File: src/rtl/dsp_sr_pkg.sv
package dsp_sr_pkg;
  localparam int SR_W   = 16;
  localparam int ACC_W  = 40;
  localparam int IDX_W  = $clog2(SR_W);
  localparam int FIT_LO = 31;  // lowest bit that must match the sign for a 32-bit fit
  localparam int MID_LO = 16;  // low bit of the middle word

  // status word bit positions
  localparam int B_CARRY  = 0;
  localparam int B_OVF    = 1;
  localparam int B_ZERO   = 2;
  localparam int B_SIGN   = 3;
  localparam int B_WIDE   = 4;
  localparam int B_TOP2   = 5;
  localparam int B_LZERO  = 6;
  localparam int B_STICKY = 7;
  localparam int B_RSVD   = 8;
  localparam int B_EXCEN  = 9;
  localparam int B_EXTEN  = 11;
  localparam int B_EXTEN2 = 12;
  localparam int B_MULMOD = 13;
  localparam int B_SAT    = 14;
  localparam int B_UMUL   = 15;
  localparam int CMD_LO   = 9;

  typedef struct packed {
    logic            loadAll;
    logic            flagLoad;
    logic            logicLoad;
    logic            autoClr;
    logic [SR_W-1:0] setMask;
    logic [SR_W-1:0] clrMask;
  } srStrobe_t;
endpackage

File: src/rtl/sr_ctrl.sv
module sr_ctrl
  import dsp_sr_pkg::*;
#(
  parameter int CMD_FIRST = CMD_LO
) (
  input  logic             arithUpd,
  input  logic             logicUpd,
  input  logic             cmdValid,
  input  logic             cmdSet,
  input  logic [IDX_W-1:0] cmdIdx,
  input  logic             wrEn,
  input  logic             excTaken,
  input  logic             excReq,
  input  logic             extIntReq,
  input  logic [SR_W-1:0]  srQ,
  output srStrobe_t        strb,
  output logic             excAccept,
  output logic             extIntAccept
);
  logic [SR_W-1:0] hit;

  for (genvar i = 0; i < SR_W; i++) begin : g_hit
    if (i >= CMD_FIRST) begin : g_ok
      assign hit[i] = cmdValid && (cmdIdx == IDX_W'(i));
    end else begin : g_no
      assign hit[i] = 1'b0;
    end
  end

  always_comb begin
    strb.loadAll   = wrEn;
    strb.flagLoad  = arithUpd;
    strb.logicLoad = logicUpd;
    strb.autoClr   = excTaken;
    strb.setMask   = hit & {SR_W{cmdSet}};
    strb.clrMask   = hit & {SR_W{~cmdSet}};
  end

  assign excAccept    = excReq && srQ[B_EXCEN];
  assign extIntAccept = extIntReq && (srQ[B_EXTEN] || srQ[B_EXTEN2]);
endmodule

File: src/rtl/sr_datapath.sv
module sr_datapath
  import dsp_sr_pkg::*;
#(
  parameter int ACC_BITS = ACC_W,
  parameter int FIT_BIT  = FIT_LO,
  parameter int MID_BIT  = MID_LO
) (
  input  logic                clk,
  input  logic                rst,
  input  srStrobe_t           strb,
  input  logic [ACC_BITS-1:0] result,
  input  logic                carryIn,
  input  logic                ovfIn,
  input  logic [SR_W-1:0]     wrData,
  input  logic [ACC_BITS-1:0] accIn,
  output logic [SR_W-1:0]     srQ,
  output logic [SR_W-1:0]     storeVal
);
  localparam int TOP_W = ACC_BITS - FIT_BIT;
  localparam int MID_W = FIT_BIT + 1 - MID_BIT;

  logic [SR_W-1:0] srNext;
  logic [5:0]      arithFlags;
  logic            resZero, resWide, accFits;

  assign resZero = (result == '0);
  assign resWide = !((&result[ACC_BITS-1:FIT_BIT]) || (result[ACC_BITS-1:FIT_BIT] == '0));
  assign accFits = (accIn[ACC_BITS-1:FIT_BIT] == {TOP_W{accIn[ACC_BITS-1]}});

  always_comb begin
    arithFlags[B_CARRY] = carryIn;
    arithFlags[B_OVF]   = ovfIn;
    arithFlags[B_ZERO]  = resZero;
    arithFlags[B_SIGN]  = result[ACC_BITS-1];
    arithFlags[B_WIDE]  = resWide;
    arithFlags[B_TOP2]  = (result[FIT_BIT] == result[FIT_BIT-1]);
  end

  always_comb begin
    srNext = srQ;
    if (strb.flagLoad) begin
      srNext[5:0] = arithFlags;
      if (ovfIn) srNext[B_STICKY] = 1'b1;
    end
    if (strb.logicLoad) srNext[B_LZERO] = resZero;
    if (strb.autoClr) srNext[B_EXTEN2] = 1'b0;
    srNext = (srNext | strb.setMask) & ~strb.clrMask;
    if (strb.loadAll) srNext = wrData;
    srNext[B_RSVD] = 1'b0;
  end

  always_ff @(posedge clk) begin
    if (rst) srQ <= '0;
    else     srQ <= srNext;
  end

  always_comb begin
    if (srQ[B_SAT] && !accFits)
      storeVal = accIn[ACC_BITS-1] ? {1'b1, {(SR_W-1){1'b0}}} : {1'b0, {(SR_W-1){1'b1}}};
    else
      storeVal = SR_W'(accIn[FIT_BIT:MID_BIT]);
  end

  logic unusedMid;
  assign unusedMid = (MID_W == SR_W);
endmodule

File: src/rtl/dsp_status_reg.sv
module dsp_status_reg
  import dsp_sr_pkg::*;
(
  input  logic              clk,
  input  logic              rst,
  input  logic [ACC_W-1:0]  result,
  input  logic              carryIn,
  input  logic              ovfIn,
  input  logic              arithUpd,
  input  logic              logicUpd,
  input  logic              cmdValid,
  input  logic              cmdSet,
  input  logic [IDX_W-1:0]  cmdIdx,
  input  logic              wrEn,
  input  logic [SR_W-1:0]   wrData,
  input  logic              excReq,
  input  logic              extIntReq,
  input  logic              excTaken,
  input  logic [ACC_W-1:0]  accIn,
  output logic [SR_W-1:0]   srOut,
  output logic              excAccept,
  output logic              extIntAccept,
  output logic [SR_W-1:0]   storeVal
);
  srStrobe_t strb;

  sr_ctrl u_ctrl (
    .arithUpd(arithUpd), .logicUpd(logicUpd), .cmdValid(cmdValid), .cmdSet(cmdSet),
    .cmdIdx(cmdIdx), .wrEn(wrEn), .excTaken(excTaken), .excReq(excReq),
    .extIntReq(extIntReq), .srQ(srOut), .strb(strb), .excAccept(excAccept),
    .extIntAccept(extIntAccept)
  );

  sr_datapath u_dp (
    .clk(clk), .rst(rst), .strb(strb), .result(result), .carryIn(carryIn), .ovfIn(ovfIn),
    .wrData(wrData), .accIn(accIn), .srQ(srOut), .storeVal(storeVal)
  );
endmodule

File: config.mk
export PLATFORM = sky130hd
export DESIGN_NAME = dsp_status_reg
export DESIGN_NICKNAME = d
export VERILOG_FILES = /design/src/rtl/dsp_sr_pkg.sv /design/src/rtl/sr_ctrl.sv /design/src/rtl/sr_datapath.sv /design/src/rtl/dsp_status_reg.sv
export SDC_FILE = /design/constraint.sdc
export NUM_CORES = 1
export LEC_CHECK = 0
export BUFFER_PORTS_ARGS = -buffer_cell sky130_fd_sc_hd__buf_2
export CAP_MARGIN = 40
export CORE_ASPECT_RATIO = 0.9
export CORE_MARGIN = 4
export CORE_UTILIZATION = 32
export CTS_BUF_LIST = sky130_fd_sc_hd__clkbuf_4
export CTS_CLUSTER_DIAMETER = 200
export DETAILED_ROUTE_END_ITERATION = 8
export HOLD_SLACK_MARGIN = 0.06
export PLACE_DENSITY = 0.83
export SETUP_SLACK_MARGIN = 0.05
export SYNTH_ARGS = -nofsm -noshare
export SYNTH_HDL_FRONTEND = slang
export SYNTH_SLANG_ARGS = --single-unit
File: constraint.sdc
create_clock -name clk -period 1.4 [get_ports clk]
set_input_delay 0.28 -clock clk [delete_from_list [all_inputs] [get_ports clk]]
set_output_delay 0.28 -clock clk [all_outputs]
set_load 0.02 [all_outputs]
==> results of run 1 <==
==> synthesized netlist by cell type, drive strengths merged (3+ instances only) <==
library cell  count  area, sq um
a21o             15          113
buf               4         22.5
nand2             8         30.0
a21oi             7         35.0
inv               6         22.5
clkbuf            3         11.3
mux2i             4         40.0
nand2b            3         18.8
nor4             10         75.1
nand3             3         15.0
dfxtp            15          300
a311oi            6         52.6
nor2             25         93.8
o21ai             7         35.0
nand4             6         37.5
==> metrics by stage <==
stage,hold WS [ns],cells,util,worst slack [ns]
finish,0.211,323,0.673,-0.294
global route,0.196,323,0.673,-0.356
CTS,0.203,321,0.665,-0.242
detailed placement,0.467,313,0.598,-0.354
global placement,0.461,313,0.598,-0.320
floorplan,0.352,144,-,0.00424
==> power by group through the flow <==
stage	Clock [mW]	Combinational (mW)	Sequential, mW
2_1_floorplan	0	0.238	0.517
3_3_place_gp	0	0.515	0.481
3_5_place_dp	0	0.525	0.481
4_1_cts	0.271	0.610	0.471
5_1_grt	0.298	0.671	0.477
6_report	0.257	0.624	0.472
==> metal layers <==
layer | track usage | vias up
li1 | - | 815
met1 | 0.258 | 701
met2 | 0.362 | 54
met3 | 0.0396 | 8
met4 | 0.0535 | 0
met5 | 0 | -
==> kinds of logic after synthesis <==
kind of cell	after synthesis	synth area share
muxes	5	0.0483
DFF	15	0.283
AOI/OAI and AO/OA	45	0.292
other	1	0.00353
buffers and inverters	13	0.0530
adders and majority gates	1	0.0118
and+or+nand+nor	64	0.309
==> final timing paths <==
| check | start | endpoint | slack (ns) |
|---|---|---|---|
| hold reg to reg | u_dp.srQ[2] | u_dp.srQ[2] | 0.48 |
| setup / recovery | flop | storeVal[11] | -0.29 |
| setup reg to reg | flop | flop | 0.26 |
| hold / removal | rst | u_dp.srQ[4] | 0.21 |
==> cell usage in the layout (no fill, tap or decap), types with 5 or more instances in the layout <==
master,synthesis,layout
a21o_1,15,5
a21o_4,0,10
a21oi_1,7,6
a311oi_1,6,6
buf_2,3,110
buf_4,1,9
buf_6,0,20
dfxtp_1,15,14
inv_1,6,6
nand2_1,8,8
nand4_1,6,6
nor2_1,25,25
nor4_1,8,6
o21ai_0,7,7
==> critical path, delay by kind of cell, from the launching register on <==
family / cells / cell delay, ns
buffers and inverters: 3 / 0.44
DFF: 1 / 0.35
AOI/OAI and AO/OA: 2 / 0.35
==> cell type report <==
cell class,instances,area [sq um],share of cell area
sequential,15,302,0.144
inverter,6,22.5,0.0108
timing repair buffer,140,863,0.412
multi-input combinational,116,825,0.394
clock buffer,4,30.0,0.0143
tap,42,52.6,0.0251
==> timing repair <==
item,4_1_cts,5_1_grt
setup endpoints to repair,16,16
setup buffers,3,2
pin swaps,2,4
resized for setup,39,3
endpoints found under the hold margin,0,0
gates cloned,1,0
==> summary.txt, run 1 <==
Drt
  • Total number of vias: 1578
  • Final WL: 4630 um
  • Routed wl met2: 2480 um
  • Residual DRC: 0
  • Max layer used: met4
  • Wire per inst: roughly 14 um
  • TritonRoute pass-1 iters: 4
  • Final ANT Viol Nets: 0
  • Initial DRC Count: 63
  • Met3 wire len: 283 um
  • Metal-1 WL: 1790 um
  • Vias/cell: 4.89

Logic synthesis
  • Synth Register Bits: 15
  • Distinct cells, synth: 34
  • Sequential cell area fraction in the yosys report: 0.283
  • Synth Cell Area: 0.00106 sq mm
  • Synthesized area per cell: roughly 7.4 sq um
  • Predominant post-synthesis flop cell: dfxtp_1
  • Syn Inst Count: 144
  • Number of synthesized flops with an enable pin: 0
  • Ys Warns: 0
  • Syn Nets: 257
  • Ys async rst share: 0

Timing
  • FMAX: 590 MHz
  • RSZ-0062 raised after global routing: yes
  • Clock Skew: 0 ns
  • Fin. Hold Viols: 0
  • Crit path time final: approximately 1.7 ns
  • Final Slew Violations: 0
  • Setup WS post-layout: -0.294 ns
  • Final setup TNS: -4.47 ns
  • Final setup vio count: 16
  • Final worst path period share: 1.21

Pwr
  • PD cells: 646 mW/mm^2
  • Sequential Power Share: 0.349
  • Switching part of the total power: 0.328
  • Clock power share: 0.190
  • Internal power: 909 uW
  • NetSw: 444 uW
  • Worst vdd ir: 0.379 mV
  • Combinational fraction of design power: 0.461
  • PnR Total Power: 1.35 mW
  • Leakage power: 1.06 nW

Clock tree
  • Hold buffer count at CTS: 0
  • CTS tree: built
  • Clock Latency Late Sink: 0.27 ns
  • Root Buffer: clkbuf_4
  • CTS sink cnt: 15
  • Clock H-tree levels: 1
  • Clock Pin Slew Worst Setup and Hold Paths: 0.09 ns
  • Longest Clk Path Bufs: 2
  • Cts bufs inserted: 3

Die
  • I/O pins: 146
  • Core ar.: a little over 0.003 sq mm
  • Die H: 62.7 um
  • Initial core utilization: 0.341
  • Die ar.: between 0.004 and 0.005 sq mm
  • Core Rows: 19
  • Die width: 68.7 um

Hold path
  • Worst Hold Depth: 2
  • Worst hold path class: in2reg

Critical path
  • Worst path most repeated cell: buf_6
  • Worst-path fanout max: 7
  • CP max stage cell: dfxtp_2
  • WP data arrival: approximately 1.4 ns
  • CP peak stage delay: ~0.35 ns
  • Worst setup EP type: primary output
  • Req. time, crit path: about 1.1 ns
  • Reg2Reg Depth: 6
  • Worst setup SP type: flop
  • Crit Path Class: reg2out
  • Crit path cell chain: buf_6 > o211ai_1 > buf_4 > a21o_4 > buf_6

Status
  • Status: complete, but fails checks
  • Failing checks: negative setup slack

GRT
  • Global-route wire length before repair: a little over 7000 um
  • Overall routing resource usage: 0.209
  • Pin count of the biggest net entering global routing: 17
  • Initial antenna violation count: 0
  • Total congestion overflow: 0
  • Vias in the first global route: ~1500

Flow run
  • Total of max-cap violations: 0

Layout
  • Final net count: 395
  • ANT cells: 0
  • Number of fillers in the final layout: 278
  • Area Growth Syn to Fin: 97.2%
  • Final instance area: 0.00209 sq mm
  • Share of post-route cells with drive strength above 1: 0.577

Placement
  • Placed Area: 0.00186 sq mm
  • PortBufs: ~130
  • GPL Wtd Cong: roughly 0.8
  • HPWL after DPL: 3590 um
Note: power is estimated with default switching activity, not from simulation.
==> inputs of run 2 (changes only) <==
--- a/config.mk
+++ b/config.mk
@@ -8,14 +8,15 @@
 export BUFFER_PORTS_ARGS = -buffer_cell sky130_fd_sc_hd__buf_2
 export CAP_MARGIN = 40
 export CORE_ASPECT_RATIO = 0.9
-export CORE_MARGIN = 4
-export CORE_UTILIZATION = 32
+export CORE_MARGIN = 10
+export CORE_UTILIZATION = 36
 export CTS_BUF_LIST = sky130_fd_sc_hd__clkbuf_4
 export CTS_CLUSTER_DIAMETER = 200
 export DETAILED_ROUTE_END_ITERATION = 8
 export HOLD_SLACK_MARGIN = 0.06
-export PLACE_DENSITY = 0.83
+export PLACE_DENSITY = 0.84
 export SETUP_SLACK_MARGIN = 0.05
 export SYNTH_ARGS = -nofsm -noshare
 export SYNTH_HDL_FRONTEND = slang
+export SYNTH_HIERARCHICAL = 1
 export SYNTH_SLANG_ARGS = --single-unit
==> run 2 against run 1 <==
  * The run still ends with negative setup slack left
  * Synthesized cell count up 28%
  * Hold slack better by 0.011 ns
  * Sequential share of layout area down 0.56 points
  * Area after synthesis up 25%
  * Sequential power down 1%
  * Wire length up 27%
  * Power down 1.5%
  * Global-route usage down 4.1 points
  * Critical path type unchanged
  * Critical endpoint is now storeVal[0]
==> summary.txt, run 2 <==
Placement
  • GPL Wtd Cong: 0.816
  • HPWL after DPL: 4530 um
  • Setup WS pre-CTS: -0.225 ns
  • PortBufs: 127

GRT
  • Total congestion overflow: 0
  • Overall routing resource usage: 0.169
  • Pin count of the biggest net entering global routing: 16
  • Vias in the first global route: 1870
  • Initial antenna violation count: 0
  • Global-route wire length before repair: 9170 um

Clock tree
  • CTS sink cnt: 15
  • Hold buffer count at CTS: 0
  • Clock H-tree levels: 1
  • CTS tree: built
  • Clock Pin Slew Worst Setup and Hold Paths: roughly 0.09 ns
  • Longest Clk Path Bufs: 2
  • Cts bufs inserted: 3
  • Clock Latency Late Sink: 0.29 ns
  • Root Buffer: clkbuf_4

Status
  • Status: complete, but fails checks
  • Failing checks: negative setup slack

Layout
  • Most common cell after layout, fill and taps aside: buf_2
  • Max reg flops: 15
  • ANT cells: 0
  • Final net count: 428
  • Top Registers: u_dp/srQ x15
  • Share of post-route cells with drive strength above 1: 0.494
  • Area Growth Syn to Fin: 64.2%
  • Reg with most FFs: u_dp/srQ
  • Layout Utilization: 0.631
  • Most frequent cells in the layout: buf_2 (109), nor2_1 (29), buf_6 (19), a21oi_1 (19), conb_1 (17)

Drt
  • Final WL: 5870 um
  • Residual DRC: 0
  • Wire per inst: 16.4 um
  • Total number of vias: 1756
  • Initial DRC Count: 63
  • TritonRoute pass-1 iters: 5
  • Final ANT Viol Nets: 0
  • Vias/cell: ~5

Hold path
  • Worst hold path class: in2reg

Critical path
  • Crit path cell chain: buf_6 > o211ai_1 > buf_4 > a21o_1 > buf_6
  • Worst path most repeated cell: buf_6
  • Worst setup EP type: primary output
  • CP peak stage delay: 0.34 ns
  • WP data arrival: 1.34 ns
  • WP buf/inv: 3
  • Req. time, crit path: 1.12 ns
  • Crit Path Class: reg2out
  • Worst setup SP type: flop
  • Cell family with most CP delay: buffers and inverters
  • Worst-path fanout max: 8
  • CP max stage cell: dfxtp_2

Timing
  • Clock Skew: 0 ns
  • Setup WS post-layout: -0.221 ns
  • Final Slew Violations: 0
  • RSZ-0062 raised after global routing: yes
  • Final setup vio count: 16
  • FMAX: 617 MHz
  • Crit path time final: ~1.6 ns
  • Final worst path period share: 1.16
  • Final setup TNS: -3.28 ns
  • Fin. Hold Viols: 0

Pwr
  • NetSw: 461 uW
  • PnR Total Power: 1.33 mW
  • Leakage power: 1.15 nW
  • Internal power: 872 uW
  • Sequential Power Share: 0.350
  • Clock power share: 0.207
  • Combinational fraction of design power: 0.444
  • PD cells: 611 mW/mm^2
  • Switching part of the total power: 0.346
  • Worst vdd ir: 0.470 mV

Die
  • I/O pins: 146
  • Initial core utilization: 0.384
  • Core ar.: 0.00345 sq mm
  • Core Rows: 20
  • Die ar.: between 0.006 and 0.007 sq mm
  • Die width: 84.0 um
  • Die H: slightly below 80 um

Logic synthesis
  • Syn Inst Count: roughly 190
  • Synth Cell Area: 0.00133 sq mm
  • Synthesized area per cell: 7.18 sq um
  • Ys Warns: 6

Flow run
  • Total of max-cap violations: 0
[run 2: repair_timing]
item | in CTS | in global routing
endpoints found under the hold margin | 0 | 0
pin swaps | 6 | 5
setup endpoints to repair | 16 | 19
cloned | 1 | 0
resized for setup | 40 | 4
buffers inserted | 3 | 0
[run 2: through the flow]
step	area (sq um)	std cells	hold slack [ns]
finish	2180	358	0.222
global route	2180	358	0.223
CTS	2160	358	0.211
detailed placement	1950	350	0.521
global placement	1950	350	0.510
floorplan	1390	200	0.349
[run 2: layout make-up]
| class | count | area (sq um) |
|---|---|---|
| sequential | 15 | 302 |
| tap | 44 | 55.1 |
| clock buffer | 4 | 30.0 |
| multi-input combinational | 152 | 927 |
| fill | 310 | 1270 |
| timing repair buffer | 138 | 847 |
| inverter | 5 | 18.8 |
[run 2: power by group through the flow]
stage	Clock (mW)	Sequential (mW)	Combinational (mW)
floorplan	0	0.507	0.257
global placement	0	0.474	0.491
detailed placement	0	0.475	0.502
CTS	0.290	0.465	0.576
global route	0.311	0.469	0.641
finish	0.276	0.466	0.591
[run 2: tightest hold or removal path, stage by stage]
cell	delay (ns)
buf_2	0.08
a21oi_1	0.05
nor2_1	0.07
[run 2: path summary, 6_finish.rpt]
| check | start | to | slack, ns | depth (start not counted) |
|---|---|---|---|---|
| worst min register to register | u_dp/srQ[15] | u_dp/srQ[15] | 0.63 | 4 |
| worst min-delay path | wrData[15] | u_dp/srQ[15] | 0.22 | 3 |
| worst max register to register | u_dp/srQ[14] | u_dp/srQ[14] | 0.29 | 7 |
| worst max-delay path | u_dp/srQ[14] | storeVal[0] | -0.22 | 5 |
[run 2: per-layer routing]
layer	part of all wire	up-vias	GRT usage	routed length [um]
li1	-	891	-	-
met1	0.37	785	0.169	2160
met2	0.56	69	0.336	3300
met3	0.058	11	0.0470	343
met4	0.010	0	0.0334	59
met5	0	-	0	0
==> inputs of run 3 (changes only) <==
--- a/config.mk
+++ b/config.mk
@@ -9,14 +9,13 @@
 export CAP_MARGIN = 40
 export CORE_ASPECT_RATIO = 0.9
 export CORE_MARGIN = 10
-export CORE_UTILIZATION = 36
+export CORE_UTILIZATION = 32
 export CTS_BUF_LIST = sky130_fd_sc_hd__clkbuf_4
 export CTS_CLUSTER_DIAMETER = 200
 export DETAILED_ROUTE_END_ITERATION = 8
 export HOLD_SLACK_MARGIN = 0.06
-export PLACE_DENSITY = 0.84
+export PLACE_DENSITY = 0.83
 export SETUP_SLACK_MARGIN = 0.05
 export SYNTH_ARGS = -nofsm -noshare
 export SYNTH_HDL_FRONTEND = slang
-export SYNTH_HIERARCHICAL = 1
 export SYNTH_SLANG_ARGS = --single-unit
==> constraint.sdc (replaced) <==
create_clock -name clk -period 1.4 [get_ports clk]
set_input_delay 0.28 -clock clk [delete_from_list [all_inputs] [get_ports clk]]
set_output_delay 0.28 -clock clk [all_outputs]
set_load 0.1 [all_outputs]
==> run 3 against run 2 <==
  * The run still ends with negative setup slack left
  * Power rose by 46%
  * Critical path type unchanged
  * Register-to-register slack improved by 0.19 ns
  * Sequential share of layout area barely moved
  * Worst setup slack got worse by 0.023 ns
  * Clock-buffer cell count fell by 1
  * Wire length fell by 4.5%
  * First-iteration DRC count fell by 54%
  * Sequential cell count did not move
==> summary.txt, run 3 (synthesized netlist as in run 1, its figures left out) <==
Status
  • Status: complete, but fails checks
  • Failing checks: negative setup slack

Timing
  • Crit path time final: 1.64 ns
  • Final worst path period share: 1.17
  • Clock Skew: 0 ns
  • Final hold slack: around 0.21 ns
  • Final Slew Violations: 0
  • Fin. Hold Viols: 0
  • Final setup TNS: -3.48 ns
  • Final setup vio count: 16
  • RSZ-0062 raised after global routing: yes
  • Setup WS post-layout: -0.244 ns
  • FMAX: roughly 610 MHz

Critical path
  • Cell family with most CP delay: buffers and inverters
  • Crit Path Class: reg2out
  • CP peak stage delay: between 0.3 and 0.4 ns
  • Worst-path fanout max: 8
  • Worst setup SP type: flop
  • WP buf/inv: 2
  • Req. time, crit path: approximately 1.1 ns
  • Crit path cell chain: o211ai_1 > buf_4 > a21o_4 > buf_12
  • CP max stage cell: dfxtp_4
  • Worst setup EP type: primary output
  • WP data arrival: 1.36 ns

Clock tree
  • Clock Pin Slew Worst Setup and Hold Paths: 0.09 ns
  • Longest Clk Path Bufs: 2
  • Cts bufs inserted: 3
  • Post-CTS setup buffer count: 0
  • CTS sink cnt: 15
  • Clock H-tree levels: 1
  • CTS tree: built
  • Clock Latency Late Sink: a little under 0.3 ns
  • Root Buffer: clkbuf_4

Die
  • Die H: 74.7 um
  • I/O pins: around 150
  • Die ar.: 0.00603 sq mm
  • Core ar.: 0.00311 sq mm
  • Die width: 80.7 um
  • Initial core utilization: 0.341
  • Core Rows: 19

GRT
  • Total congestion overflow: 0
  • Global-route wire length before repair: 8070 um
  • Pin count of the biggest net entering global routing: 17
  • Initial antenna violation count: 0
  • Overall routing resource usage: 0.167
  • Vias in the first global route: 1670

Hold path
  • Worst hold path class: in2reg

Drt
  • Final ANT Viol Nets: 0
  • Total number of vias: between 1500 and 2000
  • TritonRoute pass-1 iters: 4
  • Initial DRC Count: 29
  • Residual DRC: 0
  • Wire per inst: 17.6 um
  • Final WL: between 5000 and 6000 um
  • Vias/cell: approximately 5.1

Pwr
  • Worst vdd ir: 0.802 mV
  • PD cells: between 800 and 900 mW/mm^2
  • Leakage power: approximately 1.1 nW
  • PnR Total Power: 1.94 mW

Placement
  • Cell Count Post-Placement: roughly 320
  • Setup WS pre-CTS: -0.300 ns
  • HPWL after DPL: 4780 um
  • PortBufs: about 130
  • Placed Area: 0.00220 sq mm
  • GPL Wtd Cong: just under 0.9

Layout
  • Most common cell after layout, fill and taps aside: buf_2
  • Share of post-route cells with drive strength above 1: 0.632
  • ANT cells: 0
  • Final instance area: 0.00232 sq mm
  • Layout Utilization: 0.744
  • Layout Cells excl Fill: 319
  • Final net count: 391
  • Most frequent cells in the layout: buf_2 (93), nor2_1 (25), buf_12 (20)
  • Area Growth Syn to Fin: 118%

Flow run
  • Total of max-cap violations: 0
-- run 3: changes by cell type in the layout (fill, tap and decap cells not counted), sizes merged, moves of 3 or more --
cell and delta:
a21oi -13, a311oi +6, buf -12, clkbuf +9
conb -16, mux2i +4, nand3 +3, nor2 -4
nor3 -6, nor4 -3, o21ai +4
-- run 3: layout make-up --
class / count / area, sq um
timing repair buffer: 136 / 1050
multi-input combinational: 116 / 848
fill: 253 / 797
sequential: 15 / 320
tap: 42 / 52.6
clock buffer: 3 / 22.5
inverter: 6 / 22.5
clock inverter: 1 / 5.00
-- run 3: where the power goes --
part	internal, mW	leakage (nW)	switching (mW)	total [mW]
Sequential	0.459	0.129	0.0174	0.476
Clock	0.106	0.0177	0.146	0.252
Combinational	0.435	0.955	0.780	1.22
-- run 3: routing by layer --
metal	vias to the layer above	track usage	routed length [um]
met3	4	0.0607	442
li1	805	-	-
met5	-	0	0
met4	0	0.0269	42
met1	751	0.166	1970
met2	53	0.330	3150
-- run 3: worst paths after layout --
| check | slack (ns) | start | cells past startpoint | to |
|---|---|---|---|---|
| min | 0.21 | rst | 2 | u_dp.srQ[4] |
| max reg2reg | 0.48 | flop | 3 | flop |
| max | -0.24 | flop | 4 | storeVal[1] |
| min reg2reg | 0.51 | flop | 2 | flop |
-- run 3: timing repair --
item | 4_1_cts | 5_1_grt
hold endpoints to repair | 0 | 0
hold buffers | 0 | 0
pin swaps | 5 | 2
gates cloned | 0 | 0
endpoints found under the setup margin | 20 | 26
gates resized for setup | 12 | 12
